<file path="src/rtl/fskd_pkg.sv">
package fskd_pkg;
  // largest half-bit count a single run may produce
  localparam int HB_MAX = 4;
  // start marker, oldest half-bit in the top bit
  localparam logic [5:0] SOF_PATTERN = 6'b111000;

  typedef struct packed {
    logic       val;  // half-bit value (1 = short subcarrier)
    logic [2:0] cnt;  // number of half-bits, 1..HB_MAX
  } hb_burst_t;
endpackage

</file>
<file path="src/rtl/fskd_edge_class.sv">
module fskd_edge_class #(
  parameter int SMP_W     = 8,
  parameter int THRESH    = 127,
  parameter int SHORT_MAX = 8,
  parameter int CNT_W     = 8
) (
  input  logic             clk,
  input  logic             rst,
  input  logic             smp_valid,
  input  logic [SMP_W-1:0] smp_data,
  output logic             cls_valid,
  output logic             cls_sym
);
  localparam logic [SMP_W-1:0] THR  = SMP_W'(THRESH);
  localparam logic [CNT_W-1:0] LIM  = CNT_W'(SHORT_MAX);
  localparam logic [CNT_W-1:0] CMAX = '1;

  logic             prev_bit;
  logic             armed;
  logic             bit_now;
  logic             rise;
  logic [CNT_W-1:0] gap_cnt;

  assign bit_now = (smp_data >= THR);
  assign rise    = bit_now & ~prev_bit;

  // gap_cnt holds the distance in samples back to the last rising edge
  always_ff @(posedge clk) begin
    if (rst) begin
      prev_bit  <= 1'b1;
      armed     <= 1'b0;
      gap_cnt   <= '0;
      cls_valid <= 1'b0;
      cls_sym   <= 1'b0;
    end else begin
      cls_valid <= 1'b0;
      if (smp_valid) begin
        prev_bit <= bit_now;
        if (rise) begin
          if (armed) begin
            cls_valid <= 1'b1;
            cls_sym   <= (gap_cnt <= LIM);
          end
          armed   <= 1'b1;
          gap_cnt <= CNT_W'(1);
        end else if (gap_cnt != CMAX) begin
          gap_cnt <= gap_cnt + CNT_W'(1);
        end
      end
    end
  end
endmodule

</file>
<file path="src/rtl/fskd_run_round.sv">
module fskd_run_round
  import fskd_pkg::*;
#(
  parameter int RUN_W     = 8,
  parameter int FC8_HALF  = 6,
  parameter int FC10_HALF = 5
) (
  input  logic      clk,
  input  logic      rst,
  input  logic      cls_valid,
  input  logic      cls_sym,
  output logic      burst_valid,
  output hb_burst_t burst
);
  localparam int NW = RUN_W + 1;
  localparam logic [RUN_W-1:0] RMAX = '1;

  logic             have_run;
  logic             cur_sym;
  logic [RUN_W-1:0] run_len;
  logic [NW-1:0]    run_p1;
  logic [NW-1:0]    halves;
  logic [2:0]       hb_n;

  assign run_p1 = {1'b0, run_len} + NW'(1);
  assign halves = cur_sym ? (run_p1 / NW'(FC8_HALF)) : (run_p1 / NW'(FC10_HALF));

  always_comb begin
    if (halves <= NW'(1))          hb_n = 3'd1;
    else if (halves <= NW'(HB_MAX)) hb_n = halves[2:0];
    else                           hb_n = 3'd0;
  end

  always_ff @(posedge clk) begin
    if (rst) begin
      have_run    <= 1'b0;
      cur_sym     <= 1'b0;
      run_len     <= '0;
      burst_valid <= 1'b0;
      burst       <= '0;
    end else begin
      burst_valid <= 1'b0;
      if (cls_valid) begin
        if (!have_run) begin
          have_run <= 1'b1;
          cur_sym  <= cls_sym;
          run_len  <= RUN_W'(1);
        end else if (cls_sym == cur_sym) begin
          if (run_len != RMAX) run_len <= run_len + RUN_W'(1);
        end else begin
          burst_valid <= (hb_n != 3'd0);
          burst.val   <= cur_sym;
          burst.cnt   <= hb_n;
          cur_sym     <= cls_sym;
          run_len     <= RUN_W'(1);
        end
      end
    end
  end
endmodule

</file>
<file path="src/rtl/fskd_hb_queue.sv">
module fskd_hb_queue
  import fskd_pkg::*;
#(
  parameter  int DEPTH = 8,
  localparam int LW    = $clog2(DEPTH + 1)
) (
  input  logic          clk,
  input  logic          rst,
  input  logic          push_valid,
  input  hb_burst_t     push,
  output logic          out_valid,
  output logic          out_bit,
  output logic [LW-1:0] level
);
  logic [DEPTH-1:0] q;
  logic [DEPTH-1:0] q_sh;
  logic [DEPTH-1:0] q_n;
  logic [LW-1:0]    base;
  logic [LW-1:0]    level_n;
  logic             pop;

  assign pop       = (level != '0);
  assign base      = level - LW'(pop);
  assign q_sh      = pop ? (q >> 1) : q;
  assign out_valid = pop;
  assign out_bit   = q[0];

  // pop one half-bit per cycle, append a whole burst behind the survivors
  always_comb begin
    int top_i;
    top_i = int'(base) + (push_valid ? int'(push.cnt) : 0);
    if (top_i > DEPTH) top_i = DEPTH;
    for (int i = 0; i < DEPTH; i++) begin
      if (i < int'(base))  q_n[i] = q_sh[i];
      else if (i < top_i)  q_n[i] = push.val;
      else                 q_n[i] = 1'b0;
    end
    level_n = LW'(top_i);
  end

  always_ff @(posedge clk) begin
    if (rst) begin
      q     <= '0;
      level <= '0;
    end else begin
      q     <= q_n;
      level <= level_n;
    end
  end
endmodule

</file>
<file path="src/rtl/fskd_frame_dec.sv">
module fskd_frame_dec
  import fskd_pkg::*;
#(
  parameter int ID_W = 64
) (
  input  logic            clk,
  input  logic            rst,
  input  logic            hb_valid,
  input  logic            hb_bit,
  input  logic            find_one,
  input  logic            hold_clear,
  output logic            id_valid,
  output logic [ID_W-1:0] id_value,
  output logic            id_held
);
  logic [5:0]      win;
  logic [5:0]      w_n;
  logic [2:0]      fill;
  logic [2:0]      f_n;
  logic            locked;
  logic [ID_W-1:0] shreg;

  assign w_n = {win[4:0], hb_bit};
  assign f_n = fill + 3'd1;

  // a decision is taken only with six half-bits in view (oldest = w_n[5])
  always_ff @(posedge clk) begin
    if (rst) begin
      win      <= '0;
      fill     <= '0;
      locked   <= 1'b0;
      shreg    <= '0;
      id_valid <= 1'b0;
      id_value <= '0;
      id_held  <= 1'b0;
    end else begin
      id_valid <= 1'b0;
      if (hold_clear) begin
        id_held <= 1'b0;
        locked  <= 1'b0;
        shreg   <= '0;
        fill    <= '0;
        win     <= '0;
      end else if (hb_valid && !id_held) begin
        win <= w_n;
        if (f_n != 3'd6) begin
          fill <= f_n;
        end else if (w_n == SOF_PATTERN) begin
          fill   <= 3'd0;
          locked <= 1'b1;
          shreg  <= '0;
          if (shreg != '0) begin
            id_valid <= 1'b1;
            id_value <= shreg;
            if (find_one) id_held <= 1'b1;
          end
        end else if (locked) begin
          fill <= 3'd4;
          if (w_n[5] != w_n[4]) begin
            shreg <= {shreg[ID_W-2:0], w_n[4]};
          end else begin
            shreg  <= '0;
            locked <= 1'b0;
          end
        end else begin
          fill <= 3'd5;
        end
      end
    end
  end
endmodule

</file>
<file path="src/rtl/fsk_tag_decoder.sv">
module fsk_tag_decoder
  import fskd_pkg::*;
#(
  parameter  int SMP_W     = 8,
  parameter  int THRESH    = 127,
  parameter  int SHORT_MAX = 8,
  parameter  int CNT_W     = 8,
  parameter  int RUN_W     = 8,
  parameter  int FC8_HALF  = 6,
  parameter  int FC10_HALF = 5,
  parameter  int Q_DEPTH   = 8,
  parameter  int ID_W      = 64,
  localparam int Q_LW      = $clog2(Q_DEPTH + 1)
) (
  input  logic             clk,
  input  logic             rst,
  input  logic             smp_valid,
  input  logic [SMP_W-1:0] smp_data,
  input  logic             find_one,
  input  logic             hold_clear,
  output logic             id_valid,
  output logic [ID_W-1:0]  id_value,
  output logic             id_held
);
  logic            cls_valid;
  logic            cls_sym;
  logic            burst_valid;
  hb_burst_t       burst;
  logic            hb_valid;
  logic            hb_bit;
  logic [Q_LW-1:0] q_level;

  fskd_edge_class #(
    .SMP_W(SMP_W), .THRESH(THRESH), .SHORT_MAX(SHORT_MAX), .CNT_W(CNT_W)
  ) u_edge (
    .clk(clk), .rst(rst), .smp_valid(smp_valid), .smp_data(smp_data),
    .cls_valid(cls_valid), .cls_sym(cls_sym)
  );

  fskd_run_round #(
    .RUN_W(RUN_W), .FC8_HALF(FC8_HALF), .FC10_HALF(FC10_HALF)
  ) u_run (
    .clk(clk), .rst(rst), .cls_valid(cls_valid), .cls_sym(cls_sym),
    .burst_valid(burst_valid), .burst(burst)
  );

  fskd_hb_queue #(
    .DEPTH(Q_DEPTH)
  ) u_queue (
    .clk(clk), .rst(rst), .push_valid(burst_valid), .push(burst),
    .out_valid(hb_valid), .out_bit(hb_bit), .level(q_level)
  );

  fskd_frame_dec #(
    .ID_W(ID_W)
  ) u_frame (
    .clk(clk), .rst(rst), .hb_valid(hb_valid), .hb_bit(hb_bit),
    .find_one(find_one), .hold_clear(hold_clear),
    .id_valid(id_valid), .id_value(id_value), .id_held(id_held)
  );
endmodule

</file>
<file path="config.mk">
export PLATFORM = sky130hd
export DESIGN_NAME = fsk_tag_decoder
export DESIGN_NICKNAME = d
export VERILOG_FILES = /design/src/rtl/fskd_pkg.sv /design/src/rtl/fskd_edge_class.sv /design/src/rtl/fskd_run_round.sv /design/src/rtl/fskd_hb_queue.sv /design/src/rtl/fskd_frame_dec.sv /design/src/rtl/fsk_tag_decoder.sv
export SDC_FILE = /design/constraint.sdc
export NUM_CORES = 1
export LEC_CHECK = 0
export ABC_AREA = 1
export BUFFER_PORTS_ARGS = -buffer_cell sky130_fd_sc_hd__buf_4
export CAP_MARGIN = 25
export CORE_MARGIN = 2
export CORE_UTILIZATION = 25
export CTS_CLUSTER_SIZE = 25
export DETAILED_ROUTE_END_ITERATION = 8
export PLACE_DENSITY = 0.51
export RECOVER_POWER = 50
export SLEW_MARGIN = 10
export SYNTH_ARGS = -nofsm -noshare
export SYNTH_HDL_FRONTEND = slang
export SYNTH_SLANG_ARGS = --single-unit
</file>
<file path="constraint.sdc">
create_clock -name clk -period 24.7 [get_ports clk]
set_input_delay 4.94 -clock clk [delete_from_list [all_inputs] [get_ports clk]]
set_output_delay 4.94 -clock clk [all_outputs]
set_load 0.01 [all_outputs]
</file>
==> results.cfg, run 1 <==
[layout]
final_layout_size_suffix_gt1_share_pct = 7.81
nFillCells = 3725
nets = 1184
fin_cells = 1601
seqCellArea_um2 = 3560
syn_to_final_growth_pct = 15.6
final_common_cell = dfxtp_1
diodes = 0
fin_area_um2 = 9740
utilization_pct = 29.2
multi_input_area_um2 = 4060
final_cell_mix = dfxtp_1, a21oi_1, inv_1, nand2_1, o21ai_0

[place]
port_buffers = 78
placed_cell_area_um2 = 9450
gp_congestion = 0.801
dpl.cell_count = 1570
dp_hpwl_um = 13900

[routing]
vias = 7198
drc = 0
antenna_left = 0
wl_per_cell_um = 12.5
drt-initial-drc-count = 375
drt-total-wl_um = 20000
firstDrtPassIters = 5
viasPerCell = 4.50

[hold_path]
hold_path.startpoint = u_frame.win[1]$_SDFFE_PP0P_
holdCritPathClass = register to register
whs_path_depth = 2
min_to = u_frame.win[2]$_SDFFE_PP0P_

[setup_path]
crit_type = register to register
end_kind = register
worst_setup_path_start_kind = register
reg2reg_to = u_run.burst[0]$_SDFFE_PP0P_
cp.required_ns = 24.97
critPathTopFamily = simple AND/OR/NAND/NOR gates
reg2reg_depth = 61
cp.buffers_inverters = 9
max_stage_delay_ns = 0.43
reg2reg_from = u_run.run_len[0]$_SDFFE_PP0P_
reg2reg_slack_ns = 15.50
cp_slowest_cell = dfxtp_1
cp_data_arrival_time_ns = 9.47
cp_max_fo = 12
cpMostUsedCell = nand2_1

[clocking]
htree_levels = 4
hold_buffers = 0
cts_buffers = 17
cts_setup_buffers = 0
clk_latency_ns = 0.43
clk_pin_slew_ns = 0.06
cts-resized-gates = 0
cts_tree = yes
clock-root-buffer = clkbuf_16
cts_buffer_depth = 2
cts_sinks = 178

[flow_run]
drv_cap = 2

[synth]
ys_seq_area_share_pct = 42.3
synth_edf_count = 0
yosysUniqueCellTypes = 46
ys.flop_type = dfxtp_1
ys_seq_elements = 178
syn_inst = 1091
synth-warning-count = 0
synth.net_count = 1134
syn_area_per_cell_um2 = 7.72
synthArstFlopShare_pct = 0
synthesis.area_um2 = 8420

[die]
core_region_area_um2 = 33400
start_util_pct = 25.2
fp.dieH_um = 188
die_w_um = 188
rows = 67
die_area_um2 = 35200
io_pins = 79

[timing]
period_needed_ns = 9.20
worst_pin_slew_ns = 3.07
slew_headroom_pct = -105
setup_violations = 0
max_freq_ghz = 0.109
slew_viol_final = 123
tns_ns = 0
finalCritPeriodShare_pct = 37.2
rsz0062_at_grt = false
skew_ns = 0.0116
hold_viol = 0

[global_routing]
grt_max_degree = 106
grt_usage_pct = 11.6
antenna_found_initial = 0
gr-total-overflow = 0
grt_pass1_vias = 6823
grt_first_pass_wirelength_um = 33900

[pwr]
ir_drop_mv = 0.0494
powerDensity_nw_per_um2 = 72.6
power.leakage_uw = 0.00401

[status]
status = finished with violations
violations = max-capacitance violations, max-slew violations
==> metal layers <==
metal / global-route usage, % / routed length (um) / vias to the layer above / share of wire (%)
met3: 2.30 / 610 / 19 / 3.1
li1: - / - / 3815 / -
met4: 3.60 / 306 / 0 / 1.5
met5: 0 / 0 / - / 0
met2: 18.7 / 8970 / 106 / 45
met1: 15.6 / 10100 / 3258 / 51
==> per-stage QoR <==
stage	total power [uW]	setup WS, ns	hold slack (ns)
2_1_floorplan	417	16.55	0.436
3_3_place_gp	451	15.84	0.461
3_5_place_dp	451	15.51	0.467
4_1_cts	714	15.47	0.472
5_1_grt	748	14.48	0.491
6_report	707	15.50	0.472
==> cell type report <==
class / count / share of cell area, %
repair buffers: 84 / 3.98
flip-flops and latches: 178 / 36.6
multi-input cells: 697 / 41.7
clock buffers: 21 / 4.52
inverters: 163 / 6.30
clock inverters: 10 / 1.16
well taps: 448 / 5.76
==> cells by family (layout without fill, tap and decap cells) <==
group | after synthesis | after routing | synth area share, %
AO/OA/AOI/OAI | 357 | 357 | 24.1
AND/OR/NAND/NOR | 297 | 297 | 18.0
buffers and inverters | 216 | 278 | 9.72
flip-flops | 178 | 178 | 42.3
adder cells (fa/ha/maj) | 30 | 30 | 4.55
XOR/XNOR | 13 | 13 | 1.35
==> synth_stat cells, types with 2 or more instances <==
cell	n	area, um2
nor3_1	13	65.1
clkinv_1	2	7.51
nand4_1	30	188
o21a_1	5	37.5
clkbuf_1	50	188
nor2_4	3	33.8
nand3_1	32	160
dfxtp_1	178	3560
a31oi_1	2	12.5
nor2_2	3	18.8
inv_2	2	7.51
xor2_1	8	70.1
nand3_4	3	52.6
buf_1	2	7.51
a21oi_1	164	821
ha_1	29	363
nand2_1	109	409
o21ai_1	5	25.0
nand2_4	3	33.8
o21ai_0	94	470
inv_1	159	597
nand3_2	7	70.1
nand2_2	16	100
a21boi_0	2	15.0
a311oi_1	3	26.3
nand3b_1	2	15.0
or2_2	3	18.8
a22oi_1	6	45.0
nor2_1	62	233
a211oi_1	69	518
nor4_1	6	37.5
xnor2_1	5	43.8
==> how the worst max path moves through the flow <==
stage / start / end / slack (ns) / depth (start not counted)
CTS: u_run.run_len[0]$_SDFFE_PP0P_ / u_run.burst[0]$_SDFFE_PP0P_ / 15.47 / 61
floorplan: u_run.run_len[0]$_SDFFE_PP0P_ / u_run.burst[0]$_SDFFE_PP0P_ / 16.55 / 63
finish: u_run.run_len[0]$_SDFFE_PP0P_ / u_run.burst[0]$_SDFFE_PP0P_ / 15.50 / 61
global placement: u_run.run_len[0]$_SDFFE_PP0P_ / u_run.burst[0]$_SDFFE_PP0P_ / 15.84 / 61
global route: u_run.run_len[0]$_SDFFE_PP0P_ / u_run.burst[0]$_SDFFE_PP0P_ / 14.48 / 61
detailed placement: u_run.run_len[0]$_SDFFE_PP0P_ / u_run.burst[0]$_SDFFE_PP0P_ / 15.51 / 61
==> flip-flops by register name, summed over array words and instances (netlist names), 3 cells and up <==
| name | count |
|---|---|
| u_queue.q | 8 |
| u_queue.level | 4 |
| u_frame.win | 5 |
| u_frame.id_value | 64 |
| u_frame.shreg | 64 |
| u_edge.gap_cnt | 8 |
| u_run.run_len | 8 |
| u_frame.fill | 3 |
| u_run.burst | 4 |
==> worst register-to-register path, delay by kind of cell (launching register included) <==
kind	cells	cell delay (ns)
compound gates	12	1.78
fa+ha+maj	8	2.24
buf+inv	9	0.74
flops	1	0.43
simple gates	32	3.82
==> report_power, final <==
part | internal (uW) | switching, uW | total, uW
clock | 148 | 113 | 261
combinational | 43.4 | 101 | 144
sequential | 297 | 4.69 | 302
No activity file was read; power rests on OpenSTA's default activity.
==> run 2, diff against run 1 <==
==> constraint.sdc (replaced) <==
create_clock -name clk -period 9.4 [get_ports clk]
set_input_delay 1.88 -clock clk [delete_from_list [all_inputs] [get_ports clk]]
set_output_delay 1.88 -clock clk [all_outputs]
set_load 0.01 [all_outputs]
==> run 2 against run 1 <==
Against the previous run: the run still ends with max-capacitance violations, max-slew violations left; final area rose by 1.3%; first-iteration DRC count down 8.5%; critical path depth increased by 1; highest routed layer unchanged; flip-flop and latch count did not move; non-clock buffer count rose by 2; sequential power rose to 2.6 times the previous value; combinational power grew to 2.6 times the previous value; register-to-register slack worse by 15 ns; hold slack better by 0.0018 ns; global-route usage shrank 0.087 points; fmax rose by 7.0%; final cell count is 0.12% higher.
==> results.cfg, run 2 (synthesis results as in run 1) <==
[status]
status = finished with violations
violations = max-capacitance violations, max-slew violations

[setup_path]
end_kind = register
crit_type = register to register
max_stage_delay_ns = 0.39
reg2reg_to = u_run.burst[0]$_SDFFE_PP0P_
crit_path_end = u_run.burst[0]$_SDFFE_PP0P_
cp_slowest_cell = dfxtp_2
reg2reg_slack_ns = 0.80
cp.required_ns = 9.67
cpMostUsedCell = nand2_1
startpoint = u_run.run_len[0]$_SDFFE_PP0P_
cp_data_arrival_time_ns = 8.87
cp_max_fo = 9
worst_setup_path_start_kind = register
reg2reg_from = u_run.run_len[0]$_SDFFE_PP0P_
reg2reg_depth = 62

[global_routing]
antenna_found_initial = 0
grt_pass1_vias = 6817
gr-total-overflow = 0
grt_usage_pct = 11.5
grt_first_pass_wirelength_um = 33600
grt_max_degree = 107

[place]
port_buffers = 78
dpl.cell_count = 1570
placed_cell_area_um2 = 9450
dp_hpwl_um = 13900
gp_congestion = 0.803

[clocking]
clock-root-buffer = clkbuf_16
cts_sinks = 178
cts_buffers = 17
clk_pin_slew_ns = 0.07
htree_levels = 4
cts_tree = yes
clk_latency_ns = 0.43
cts_buffer_depth = 2

[timing]
max_freq_ghz = 0.116
worst_pin_slew_ns = 3.07
slew_headroom_pct = -105
period_needed_ns = 8.60
skew_ns = 0.0109
slew_viol_final = 123
finalCritPeriodShare_pct = 91.5
setup_violations = 0
hold_viol = 0

[pwr]
comb_power_share_pct = 19.5
power_frac_seq_pct = 40.8
powerDensity_nw_per_um2 = 197
pwr-share-clk_pct = 39.7
ir_drop_mv = 0.118
p_switching_uw = 570
power.leakage_uw = 0.00407
p_int_uw = 1370
p_sw_share_pct = 29.3

[layout]
final_common_cell = dfxtp_1
fin_area_um2 = 9860
nFillCells = 3728
syn_to_final_growth_pct = 17.1
nets = 1186
largest_registers = u_frame.id_value (64), u_frame.shreg (64)
fin_cells = 1603
diodes = 0
final_cell_mix = dfxtp_1, a21oi_1, inv_1, nand2_1, o21ai_0
final_layout_size_suffix_gt1_share_pct = 8.66

[die]
die_area_um2 = 35200
io_pins = 79
fp.dieH_um = 188
rows = 67
core_region_area_um2 = 33400
start_util_pct = 25.2
die_w_um = 188

[routing]
vias = 7203
antenna_left = 0
viasPerCell = 4.49
drt-initial-drc-count = 343
wl_per_cell_um = 12.5
drc = 0
firstDrtPassIters = 5
drt-total-wl_um = 20100

[flow_run]
drv_cap = 2

[hold_path]
holdCritPathClass = register to register
run 2: cell types whose count changed in the layout (fill, tap and decap cells not counted), moves of 2 or more:
cell        previous run  this run
clkinvlp_4             2         0
buf_4                 13        15
o21ai_1                5         2
o21ai_2                0         3
nor2_1                61        59
nor2_2                 3         5
bufinv_16              2         5
run 2: power by group through the flow:
| stage | Clock (uW) | Sequential, uW | Combinational (uW) |
|---|---|---|---|
| after detailed placement | 0 | 809 | 376 |
| after global routing | 820 | 795 | 433 |
| after CTS | 791 | 792 | 379 |
| after global placement | 0 | 809 | 375 |
| after floorplan | 0 | 807 | 288 |
| final | 771 | 792 | 378 |
run 2: stage by stage:
step           total power, uW  hold slack (ns)  utilization (%)   TNS, ns  setup slack, ns
2_1_floorplan             1090            0.436                -         0             1.25
3_3_place_gp              1180            0.462             28.2         0            0.538
3_5_place_dp              1180            0.467             28.3         0            0.150
4_1_cts                   1960            0.479             30.2         0            0.139
5_1_grt                   2050            0.508             29.6  -0.00149         -0.00149
6_report                  1940            0.474             29.6         0            0.800
run 2: worst min-delay path by stage:
stage | startpoint | to | slack (ns) | cells past startpoint
3_3_place_gp | u_edge.prev_bit$_SDFFE_PP1P_ | u_edge.prev_bit$_SDFFE_PP1P_ | 0.46 | 2
4_1_cts | u_frame.win[1]$_SDFFE_PP0P_ | u_frame.win[2]$_SDFFE_PP0P_ | 0.48 | 2
3_5_place_dp | u_edge.prev_bit$_SDFFE_PP1P_ | u_edge.prev_bit$_SDFFE_PP1P_ | 0.47 | 2
2_1_floorplan | u_frame.locked$_SDFFE_PP0P_ | u_frame.locked$_SDFFE_PP0P_ | 0.44 | 2
5_1_grt | u_frame.fill[2]$_SDFFE_PP0P_ | u_frame.fill[2]$_SDFFE_PP0P_ | 0.51 | 2
6_report | u_edge.prev_bit$_SDFFE_PP1P_ | u_edge.prev_bit$_SDFFE_PP1P_ | 0.47 | 2
run 2: worst max-delay path, delay by kind of cell (launching register included):
kind,cells,cell delay [ns]
and+or+nand+nor,33,3.58
DFF,1,0.39
buffers and inverters,9,0.66
adders and majority gates,8,2.27
AOI/OAI and AO/OA,12,1.54
run 2: per-layer routing:
layer,vias up,routed length [um],GRT usage (%)
li1,3809,-,-
met1,3288,10200,15.3
met2,91,9080,18.9
met3,15,608,2.40
met4,0,264,3.09
met5,-,0,0
run 2: timing repair:
action	in CTS	in global routing
hold buffers	0	0
gates resized for setup	0	10
setup endpoints to repair	0	3
setup buffers	0	2
run 2: area by class of cell:
class | instances | area [um2] | share of cell area [%]
flip-flops and latches | 178 | 3560 | 36.2
repair buffers | 86 | 403 | 4.09
clock inverters | 10 | 183 | 1.85
inverters | 163 | 613 | 6.22
clock buffers | 21 | 450 | 4.57
multi-input cells | 697 | 4090 | 41.4
well taps | 448 | 561 | 5.69
==> run 3, diff against run 2 <==
--- a/config.mk
+++ b/config.mk
@@ -10,11 +10,12 @@
 export CAP_MARGIN = 25
 export CORE_MARGIN = 2
 export CORE_UTILIZATION = 25
+export CTS_BUF_LIST = sky130_fd_sc_hd__clkbuf_8
 export CTS_CLUSTER_SIZE = 25
 export DETAILED_ROUTE_END_ITERATION = 8
 export PLACE_DENSITY = 0.51
 export RECOVER_POWER = 50
-export SLEW_MARGIN = 10
+export SLEW_MARGIN = 20
 export SYNTH_ARGS = -nofsm -noshare
 export SYNTH_HDL_FRONTEND = slang
 export SYNTH_SLANG_ARGS = --single-unit
==> constraint.sdc (replaced) <==
create_clock -name clk -period 9.05 [get_ports clk]
set_input_delay 1.81 -clock clk [delete_from_list [all_inputs] [get_ports clk]]
set_output_delay 1.81 -clock clk [all_outputs]
set_load 0.01 [all_outputs]
==> run 3 against run 2 <==
Against the previous run: the run still ends with max-capacitance violations, max-slew violations left; clock power fell by 20%; first-iteration DRC count grew 3.8%; clock-buffer cell count is 1 higher; total power shrank 5.7%; non-clock buffer count up 5; sequential share of layout area rose by 0.49 points; die area unchanged; via count grew 0.33%; final cell count up 0.37%; global-route usage fell by 0.056 points; hold slack worse by 0.0030 ns; utilization down 0.36 points; largest power group unchanged.
==> results.cfg, run 3 (synthesis results as in run 1) <==
[status]
status = finished with violations
violations = max-capacitance violations, max-slew violations

[hold_path]
holdCritPathClass = register to register
min_to = u_frame.win[1]$_SDFFE_PP0P_
whs_path_depth = 2
hold_path.startpoint = u_frame.win[1]$_SDFFE_PP0P_

[setup_path]
cp_max_fo = 9
max_stage_delay_ns = 0.38
reg2reg_slack_ns = 0.84
cp_data_arrival_time_ns = 8.61
worst_setup_path_start_kind = register
worstSetupPathDepth = 61
cp.required_ns = 9.44
critPathTopFamily = simple AND/OR/NAND/NOR gates
end_kind = register
reg2reg_depth = 61
cp_slowest_cell = dfxtp_4
crit_type = register to register
reg2reg_to = u_run.burst_valid$_SDFF_PP0_
reg2reg_from = u_run.run_len[0]$_SDFFE_PP0P_
startpoint = u_run.run_len[0]$_SDFFE_PP0P_
cpMostUsedCell = nand2_1
cp.buffers_inverters = 9

[global_routing]
grt_pass1_vias = 6822
grt_first_pass_wirelength_um = 33300
antenna_found_initial = 0
grt_max_degree = 107
gr-total-overflow = 0
grt_usage_pct = 11.5

[clocking]
clk_pin_slew_ns = 0.09
htree_levels = 4
clk_latency_ns = 0.47
cts_buffers = 17
clock-root-buffer = clkbuf_8
cts_sinks = 178
cts_tree = yes
cts_buffer_depth = 2

[pwr]
p_sw_share_pct = 31.0
power_frac_seq_pct = 44.9
powerDensity_nw_per_um2 = 188
comb_power_share_pct = 21.2
pwr-share-clk_pct = 33.9
p_int_uw = 1260
p_switching_uw = 567
power.leakage_uw = 0.00403
ir_drop_mv = 0.0823

[layout]
final_layout_size_suffix_gt1_share_pct = 9.56
diodes = 0
utilization_pct = 29.2
syn_to_final_growth_pct = 15.6
fin_area_um2 = 9740
multi_input_area_um2 = 4090
nets = 1191
seqCellArea_um2 = 3570
final_cell_mix = dfxtp_1, a21oi_1, inv_1, nand2_1, o21ai_0
largest_registers = u_frame.id_value (64), u_frame.shreg (64)
nFillCells = 3698
final_common_cell = dfxtp_1

[place]
port_buffers = 78
placed_cell_area_um2 = 9470
gp_congestion = 0.804
dp_hpwl_um = 13900

[die]
start_util_pct = 25.2
rows = 67
die_w_um = 188
die_area_um2 = 35200
fp.dieH_um = 188
core_region_area_um2 = 33400
io_pins = 79

[timing]
finalCritPeriodShare_pct = 90.8
max_freq_ghz = 0.122
slew_viol_final = 123
skew_ns = 0.0141
tns_ns = 0
setup_violations = 0
hold_viol = 0
slew_headroom_pct = -104
worst_pin_slew_ns = 3.07
period_needed_ns = 8.21
rsz0062_at_grt = false

[routing]
wl_met2_um = 8930
wl_met3_um = 679
wl_met1_um = 10000
drc = 0
firstDrtPassIters = 4
vias = 7227
drt-initial-drc-count = 356
antenna_left = 0
drt-total-wl_um = 19900
wl_per_cell_um = 12.4
viasPerCell = 4.49
highest_layer = met4

[flow_run]
drv_cap = 2
run 3: layout make-up:
class / instances / area share, %
multi-input combinational: 697 / 42.0
sequential: 178 / 36.6
inverter: 163 / 6.30
tap: 448 / 5.76
timing repair buffer: 91 / 4.57
clock buffer: 22 / 3.11
clock inverter: 10 / 1.59
run 3: worst max path at each step:
stage	to	slack, ns
finish	u_run.burst_valid$_SDFF_PP0_	0.84
global route	u_run.burst[0]$_SDFFE_PP0P_	0.01
CTS	u_run.burst_valid$_SDFF_PP0_	0.08
detailed placement	u_run.burst_valid$_SDFF_PP0_	0.14
global placement	u_run.burst[0]$_SDFFE_PP0P_	0.39
floorplan	u_run.burst[0]$_SDFFE_PP0P_	0.90
run 3: routing by layer:
| metal | vias up | global-route usage, % |
|---|---|---|
| met3 | 21 | 2.41 |
| met2 | 107 | 19.0 |
| met4 | 0 | 3.73 |
| met1 | 3265 | 14.8 |
| met5 | - | 0 |
| li1 | 3834 | - |
run 3: metrics by stage:
step / power [uW] / hold WS (ns) / worst slack [ns] / cells
final: 1830 / 0.471 / 0.835 / 1609
after global routing: 1940 / 0.498 / 0.0147 / 1609
after CTS: 1850 / 0.472 / 0.0836 / 1605
after detailed placement: 1230 / 0.463 / 0.135 / 1573
after global placement: 1230 / 0.463 / 0.390 / 1571
after floorplan: 1140 / 0.436 / 0.898 / 1091
run 3: power groups by stage:
stage                     clock network [uW]  logic [uW]  registers (uW)
final                                    620         389             822
after global routing                     671         445             826
after CTS                                641         391             823
after detailed placement                   0         389             841
after global placement                     0         389             840
after floorplan                            0         299             838
run 3: worst register-to-register path, delay by kind of cell (launching register included):
kind            cells  cell delay, ns
flops               1            0.38
fa+ha+maj           8            2.17
simple gates       32            3.35
buf+inv             9            0.63
compound gates     12            1.56
run 3: what timing repair did:
action / 4_1_cts / 5_1_grt
buffers inserted: 0 / 4
endpoints found under the setup margin: 0 / 3
resized for setup: 0 / 13
hold buffers: 0 / 0
